==> src/rtl/tsq_pkg.sv <==
package tsq_pkg;
  typedef enum logic {
    SYNC_HOLD  = 1'b0,
    SYNC_CLEAR = 1'b1
  } sync_st_e;

  function automatic int unsigned ptr_bits(input int unsigned depth);
    return (depth > 1) ? $clog2(depth) : 1;
  endfunction
endpackage

==> src/rtl/tsq_fifo.sv <==
module tsq_fifo #(
  parameter int unsigned W     = 96,
  parameter int unsigned DEPTH = 6,
  localparam int unsigned PTR_W = tsq_pkg::ptr_bits(DEPTH),
  localparam int unsigned CNT_W = $clog2(DEPTH + 1)
) (
  input  logic             clk_i,
  input  logic             rst_ni,
  input  logic             push_i,
  input  logic             pop_i,
  input  logic [W-1:0]     data_i,
  output logic [W-1:0]     data_o,
  output logic             empty_o,
  output logic             full_o,
  output logic [CNT_W-1:0] cnt_o
);
  logic [W-1:0]     mem_q [DEPTH];
  logic [PTR_W-1:0] wr_ptr_q, rd_ptr_q;
  logic [CNT_W-1:0] cnt_q;

  function automatic logic [PTR_W-1:0] bump(input logic [PTR_W-1:0] p);
    return (p == PTR_W'(DEPTH - 1)) ? '0 : p + 1'b1;
  endfunction

  assign empty_o = (cnt_q == '0);
  assign full_o  = (cnt_q == CNT_W'(DEPTH));
  assign cnt_o   = cnt_q;
  assign data_o  = mem_q[rd_ptr_q];

  logic do_push, do_pop;
  assign do_pop  = pop_i && !empty_o;
  assign do_push = push_i && (!full_o || do_pop);

  always_ff @(posedge clk_i or negedge rst_ni) begin
    if (!rst_ni) begin
      wr_ptr_q <= '0;
      rd_ptr_q <= '0;
      cnt_q    <= '0;
    end else begin
      if (do_push) wr_ptr_q <= bump(wr_ptr_q);
      if (do_pop)  rd_ptr_q <= bump(rd_ptr_q);
      if (do_push && !do_pop)      cnt_q <= cnt_q + 1'b1;
      else if (do_pop && !do_push) cnt_q <= cnt_q - 1'b1;
    end
  end

  for (genvar g = 0; g < DEPTH; g++) begin : g_slot
    always_ff @(posedge clk_i or negedge rst_ni) begin
      if (!rst_ni)                                     mem_q[g] <= '0;
      else if (do_push && wr_ptr_q == PTR_W'(g))       mem_q[g] <= data_i;
    end
  end
endmodule

==> src/rtl/tsq_exc_latch.sv <==
module tsq_exc_latch #(
  parameter int unsigned PC_W = 32
) (
  input  logic            clk_i,
  input  logic            rst_ni,
  input  logic            exc_i,
  input  logic [PC_W-1:0] exc_pc_i,
  input  logic            ack_i,
  output logic            trap_o,
  output logic [PC_W-1:0] trap_pc_o
);
  logic            trap_q;
  logic [PC_W-1:0] pc_q;

  // a fresh exception wins over an acknowledge in the same cycle
  always_ff @(posedge clk_i or negedge rst_ni) begin
    if (!rst_ni) begin
      trap_q <= 1'b0;
      pc_q   <= '0;
    end else if (exc_i && (!trap_q || ack_i)) begin
      trap_q <= 1'b1;
      pc_q   <= exc_pc_i;
    end else if (ack_i) begin
      trap_q <= 1'b0;
    end
  end

  assign trap_o    = trap_q;
  assign trap_pc_o = pc_q;
endmodule

==> src/rtl/tsq_sync_ctrl.sv <==
module tsq_sync_ctrl (
  input  logic clk_i,
  input  logic rst_ni,
  input  logic syscall_i,
  input  logic drained_i,
  input  logic exc_seen_i,
  output logic hold_o
);
  import tsq_pkg::*;

  sync_st_e st_q, st_d;

  // recomputed every cycle: release only after a full cycle of clean state
  always_comb begin
    st_d = SYNC_HOLD;
    if (syscall_i && drained_i && !exc_seen_i) st_d = SYNC_CLEAR;
  end

  always_ff @(posedge clk_i or negedge rst_ni) begin
    if (!rst_ni) st_q <= SYNC_HOLD;
    else         st_q <= st_d;
  end

  assign hold_o = syscall_i && (st_q != SYNC_CLEAR);
endmodule

==> src/rtl/tagcop_sync_queue.sv <==
module tagcop_sync_queue #(
  parameter int unsigned PC_W   = 32,
  parameter int unsigned INSN_W = 32,
  parameter int unsigned PA_W   = 32,
  parameter int unsigned DEPTH  = 6
) (
  input  logic              clk_i,
  input  logic              rst_ni,
  input  logic              commit_valid_i,
  input  logic [PC_W-1:0]   commit_pc_i,
  input  logic [INSN_W-1:0] commit_insn_i,
  input  logic [PA_W-1:0]   commit_paddr_i,
  input  logic              syscall_i,
  output logic              core_stall_o,
  output logic              trap_o,
  output logic [PC_W-1:0]   trap_pc_o,
  input  logic              trap_ack_i,
  output logic              cop_valid_o,
  output logic [PC_W-1:0]   cop_pc_o,
  output logic [INSN_W-1:0] cop_insn_o,
  output logic [PA_W-1:0]   cop_paddr_o,
  input  logic              cop_ready_i,
  input  logic              cop_busy_i,
  input  logic              cop_exc_i,
  input  logic [PC_W-1:0]   cop_exc_pc_i
);
  localparam int unsigned REC_W = PC_W + INSN_W + PA_W;
  localparam int unsigned CNT_W = $clog2(DEPTH + 1);

  logic [REC_W-1:0] rec_in, rec_out;
  logic             q_empty, q_full, q_push, q_pop, full_stall, sync_hold;
  logic [CNT_W-1:0] fill_cnt;

  assign rec_in     = {commit_pc_i, commit_insn_i, commit_paddr_i};
  assign q_pop      = !q_empty && cop_ready_i;
  // a pop in the same cycle frees the slot the commit needs
  assign full_stall = commit_valid_i && q_full && !cop_ready_i;
  assign q_push     = commit_valid_i && !full_stall;

  tsq_fifo #(.W(REC_W), .DEPTH(DEPTH)) u_fifo (
    .clk_i   (clk_i),
    .rst_ni  (rst_ni),
    .push_i  (q_push),
    .pop_i   (q_pop),
    .data_i  (rec_in),
    .data_o  (rec_out),
    .empty_o (q_empty),
    .full_o  (q_full),
    .cnt_o   (fill_cnt)
  );

  tsq_exc_latch #(.PC_W(PC_W)) u_exc (
    .clk_i     (clk_i),
    .rst_ni    (rst_ni),
    .exc_i     (cop_exc_i),
    .exc_pc_i  (cop_exc_pc_i),
    .ack_i     (trap_ack_i),
    .trap_o    (trap_o),
    .trap_pc_o (trap_pc_o)
  );

  tsq_sync_ctrl u_sync (
    .clk_i      (clk_i),
    .rst_ni     (rst_ni),
    .syscall_i  (syscall_i),
    .drained_i  (q_empty && !cop_busy_i),
    .exc_seen_i (trap_o || cop_exc_i),
    .hold_o     (sync_hold)
  );

  assign core_stall_o = full_stall || sync_hold;
  assign cop_valid_o  = !q_empty;
  assign {cop_pc_o, cop_insn_o, cop_paddr_o} = rec_out;
endmodule

==> config.mk <==
export PLATFORM = sky130hd
export DESIGN_NAME = tagcop_sync_queue
export DESIGN_NICKNAME = d
export VERILOG_FILES = /design/src/rtl/tsq_pkg.sv /design/src/rtl/tsq_fifo.sv /design/src/rtl/tsq_exc_latch.sv /design/src/rtl/tsq_sync_ctrl.sv /design/src/rtl/tagcop_sync_queue.sv
export SDC_FILE = /design/constraint.sdc
export NUM_CORES = 1
export LEC_CHECK = 0
export ABC_AREA = 0
export BUFFER_PORTS_ARGS = -buffer_cell sky130_fd_sc_hd__buf_4
export CAP_MARGIN = 20
export CORE_MARGIN = 2
export CORE_UTILIZATION = 44
export DETAILED_ROUTE_END_ITERATION = 8
export GPL_TIMING_DRIVEN = 0
export PLACE_DENSITY = 0.71
export SYNTH_ARGS = -nofsm -noshare
export SYNTH_HDL_FRONTEND = slang
export SYNTH_SLANG_ARGS = --single-unit
export TNS_END_PERCENT = 20
==> constraint.sdc <==
create_clock -name clk_i -period 4.4 [get_ports clk_i]
set_input_delay 0.88 -clock clk_i [delete_from_list [all_inputs] [get_ports clk_i]]
set_output_delay 0.88 -clock clk_i [all_outputs]
set_load 0.05 [all_outputs]
==> impl_metrics.env <==
export IMPL_synth_area_per_cell_um2=14.59
export IMPL_dp_cells=2993
export IMPL_grt_remaining_overflow=0
export IMPL_fmax_mhz=233.5
export IMPL_numCtsBuffers=69
export IMPL_ys_warnings_count=0
export IMPL_status="finished clean"
export IMPL_worstPathRequired_ps=3520
export IMPL_antenna_found_initial=5
export IMPL_cts_tree="built"
export IMPL_avgViaCountPerCell=5.450
export IMPL_crit_buf_inv=3
export IMPL_yosys_cell_count_top_type="mux2_2"
export IMPL_power_total_mw=29.84
export IMPL_nNetsFinal=2366
export IMPL_combinationalPowerShare=0.473
export IMPL_pwr_share_seq=0.330
export IMPL_crit_chain="clkdlybuf4s15_1 -> buf_1 -> mux2_2 -> nand2_1 -> o221ai_1 -> buf_4"
export IMPL_start_util=0.4451
export IMPL_slew_viol_final=0
export IMPL_grt_pass1_vias=18200
export IMPL_grt_pass1_wl_um=104300
export IMPL_finalSetupViolations=0
export IMPL_synth_top_area_frac=0.5628
export IMPL_switching_share=0.3979
export IMPL_cp_num_cells=6
export IMPL_cp_max_fo=10
export IMPL_syn_instance_count=1886
export IMPL_dr_pass1_iters=5
export IMPL_ioPinCount=267
export IMPL_wl_per_cell_um=21.81
export IMPL_cell_internal_pwr_mw=17.97
export IMPL_clock_sinks=619
export IMPL_clk_path_buf_depth=3
export IMPL_grtUsageTotal=0.2111
export IMPL_final_layout_size_suffix_gt1_frac=0.4923
export IMPL_postSynth_asyncResetShare=1.000
export IMPL_end_kind="primary output"
export IMPL_fillCellCount=5067
export IMPL_hp_class="in2async"
export IMPL_slew_headroom=0.3632
export IMPL_io_buffers=265
export IMPL_grt_start_max_net_pins=133
export IMPL_start_kind="register"
export IMPL_worst_pin_slew_ps=955.2
export IMPL_die_w_um=254.1
export IMPL_rows=91
export IMPL_clkLatencyLatePin_ps=620
export IMPL_wirelength_um=68000
export IMPL_gp_congestion=0.7831
export IMPL_fin_crit_sh=0.9733
export IMPL_worstSetupPathType="reg2out"
export IMPL_synth_area_leader_cell="dfrtp_1"
export IMPL_post_dp_hpwl_um=44950
export IMPL_ys_dominant_reg_cell="dfrtp_1"
export IMPL_reg2reg_depth=6
export IMPL_drcViolationCount=0
export IMPL_syn_area_mm2=0.02752
export IMPL_rsz0062_at_grt="true"
export IMPL_yosys_top_cells_count="mux2_2 (666), dfrtp_1 (619), mux2i_1 (194)"
export IMPL_leakage_nw=14.89
export IMPL_ant_nets=0
export IMPL_startpoint="u_fifo.rd_ptr_q[0]$_DFFE_PN0P_"
export IMPL_syn2layout_area_growth_pct=20.16
export IMPL_yosysSeqAreaShare=0.5628
export IMPL_ir_drop_mv=0.6526
export IMPL_holdBufCountCts=0
export IMPL_ys_ff_latch=619
export IMPL_cp_top_family="buffers and inverters"
export IMPL_path_clk_slew_ps=60
export IMPL_synth_edf_count=0
export IMPL_drv_cap=0
export IMPL_arrival_ps=3400
export IMPL_netlist_top_cells_area="dfrtp_1 (56%), mux2_2 (27%), mux2i_1 (7.1%), o221ai_1 (3.1%), mux2_1 (1.6%)"
export IMPL_syn_nets=2025
export IMPL_fin_skew_ps=27.32
export IMPL_first_iter_violations=844
export IMPL_core_mm2=0.06183
export IMPL_yosysUniqueCellTypes=31
export IMPL_max_stage_delay_ps=770
export IMPL_fin_cells=3118
export IMPL_reg2reg_from="u_fifo.cnt_o[0]$_DFFE_PN0P_"
export IMPL_period_needed_ps=4283
export IMPL_die_area_mm2=0.06456
export IMPL_htreeDepth=3
export IMPL_cts_root_buffer="clkbuf_16"
export IMPL_switchingPower_mw=11.87
export IMPL_die_h_um=254.1
export IMPL_clockPowerShare=0.197
export IMPL_routed_via_count=16990
export IMPL_utilization=0.5349
export IMPL_slowest_stage="clkdlybuf4s15_1"
export IMPL_hold_viol_final=0
export IMPL_power_density_mw_per_mm2=902.4
==> state kept, by name, summed over array words and instances (netlist names) <==
register         flops
u_exc.trap_o         1
u_exc.trap_pc_o     32
u_fifo.cnt_o         3
u_fifo.mem_q       576
u_fifo.rd_ptr_q      3
u_fifo.wr_ptr_q      3
u_sync.st_q          1
==> final timing paths <==
path	to	slack (ps)
max	cop_pc_o[30]	120
min reg2reg	u_fifo.mem_q[79]$_DFFE_PN0P_	480
min	u_fifo.mem_q[199]$_DFFE_PN0P_	190
min in group clk_i	u_fifo.mem_q[79]$_DFFE_PN0P_	480
max reg2reg	u_fifo.mem_q[381]$_DFFE_PN0P_	1770
max in group asynchronous	u_fifo.mem_q[441]$_DFFE_PN0P_	2620
==> cells in the final DEF, fill, tap and decap left out, types with 2 or more instances in the layout <==
| cell | instances |
|---|---|
| clkinv_8 | 6 |
| nand2b_1 | 3 |
| mux2_1 | 40 |
| o21ai_0 | 2 |
| dfrtp_1 | 619 |
| ha_1 | 2 |
| mux2i_1 | 194 |
| clkbuf_8 | 19 |
| clkinv_2 | 7 |
| xnor2_1 | 3 |
| nand2_1 | 104 |
| clkbuf_16 | 69 |
| clkbuf_1 | 45 |
| inv_1 | 5 |
| o221ai_1 | 96 |
| buf_1 | 24 |
| buf_6 | 8 |
| buf_2 | 64 |
| buf_4 | 265 |
| mux2_2 | 666 |
| nor2_1 | 4 |
| xor2_1 | 2 |
| nand4_1 | 2 |
| nand3_1 | 2 |
| diode_2 | 2 |
| bufinv_16 | 5 |
| buf_16 | 5 |
==> layer usage <==
layer | part of all wire | vias to the layer above | global-route usage
met5 | 0.00050 | - | 0
met4 | 0.029 | 6 | 0.07597
met3 | 0.048 | 119 | 0.04435
met2 | 0.49 | 357 | 0.3527
met1 | 0.43 | 8918 | 0.2712
li1 | - | 7594 | -
==> stage by stage <==
stage	hold WS, ps	setup TNS [ps]	area [µm²]	setup slack [ps]
floorplan	457.8	0	27520	1411
global placement	466.2	-2405060	30560	-3974
detailed placement	474.7	0	30700	581.6
CTS	161.0	0	33060	9.648
global route	195.9	-44.36	33070	-21.80
finish	186.4	0	33070	117.3
==> power by group through the flow <==
stage               Combinational, mW  Clock, mW  Sequential (mW)
finish                           14.1       5.88             9.84
global route                     15.0       6.26             10.2
CTS                              14.3       6.03             9.81
detailed placement               14.2          0             9.90
global placement                 13.9          0             9.68
floorplan                        10.2          0             9.62
==> cell type report <==
type,instances,area [µm²],area share
clock buffers,102,2041,0.06171
repair buffers,270,2135,0.06455
plain buffers,130,639.4,0.01933
multi-input cells,1132,11380,0.3442
inverters,5,18.77,0.0005675
diodes,2,5.005,0.0001513
well taps,837,1047,0.03167
clock inverters,21,311.5,0.009421
flip-flops and latches,619,15490,0.4684
==> cell families after synthesis <==
family                   after synthesis  share of synthesized area
XOR/XNOR                               5                   0.001591
multiplexers                         900                     0.3594
flip-flops                           619                     0.5628
buffers and inverters                135                    0.02364
AND/OR/NAND/NOR                      125                    0.01969
adder cells (fa/ha/maj)                3                   0.001637
AO/OA/AOI/OAI                         99                    0.03119
==> what timing repair did <==
| item | in CTS | in global routing |
|---|---|---|
| resized for setup | 1 | 4 |
| setup buffers | 0 | 0 |
| setup endpoints to repair | 23 | 6 |
(Power assumes the default switching activity.)
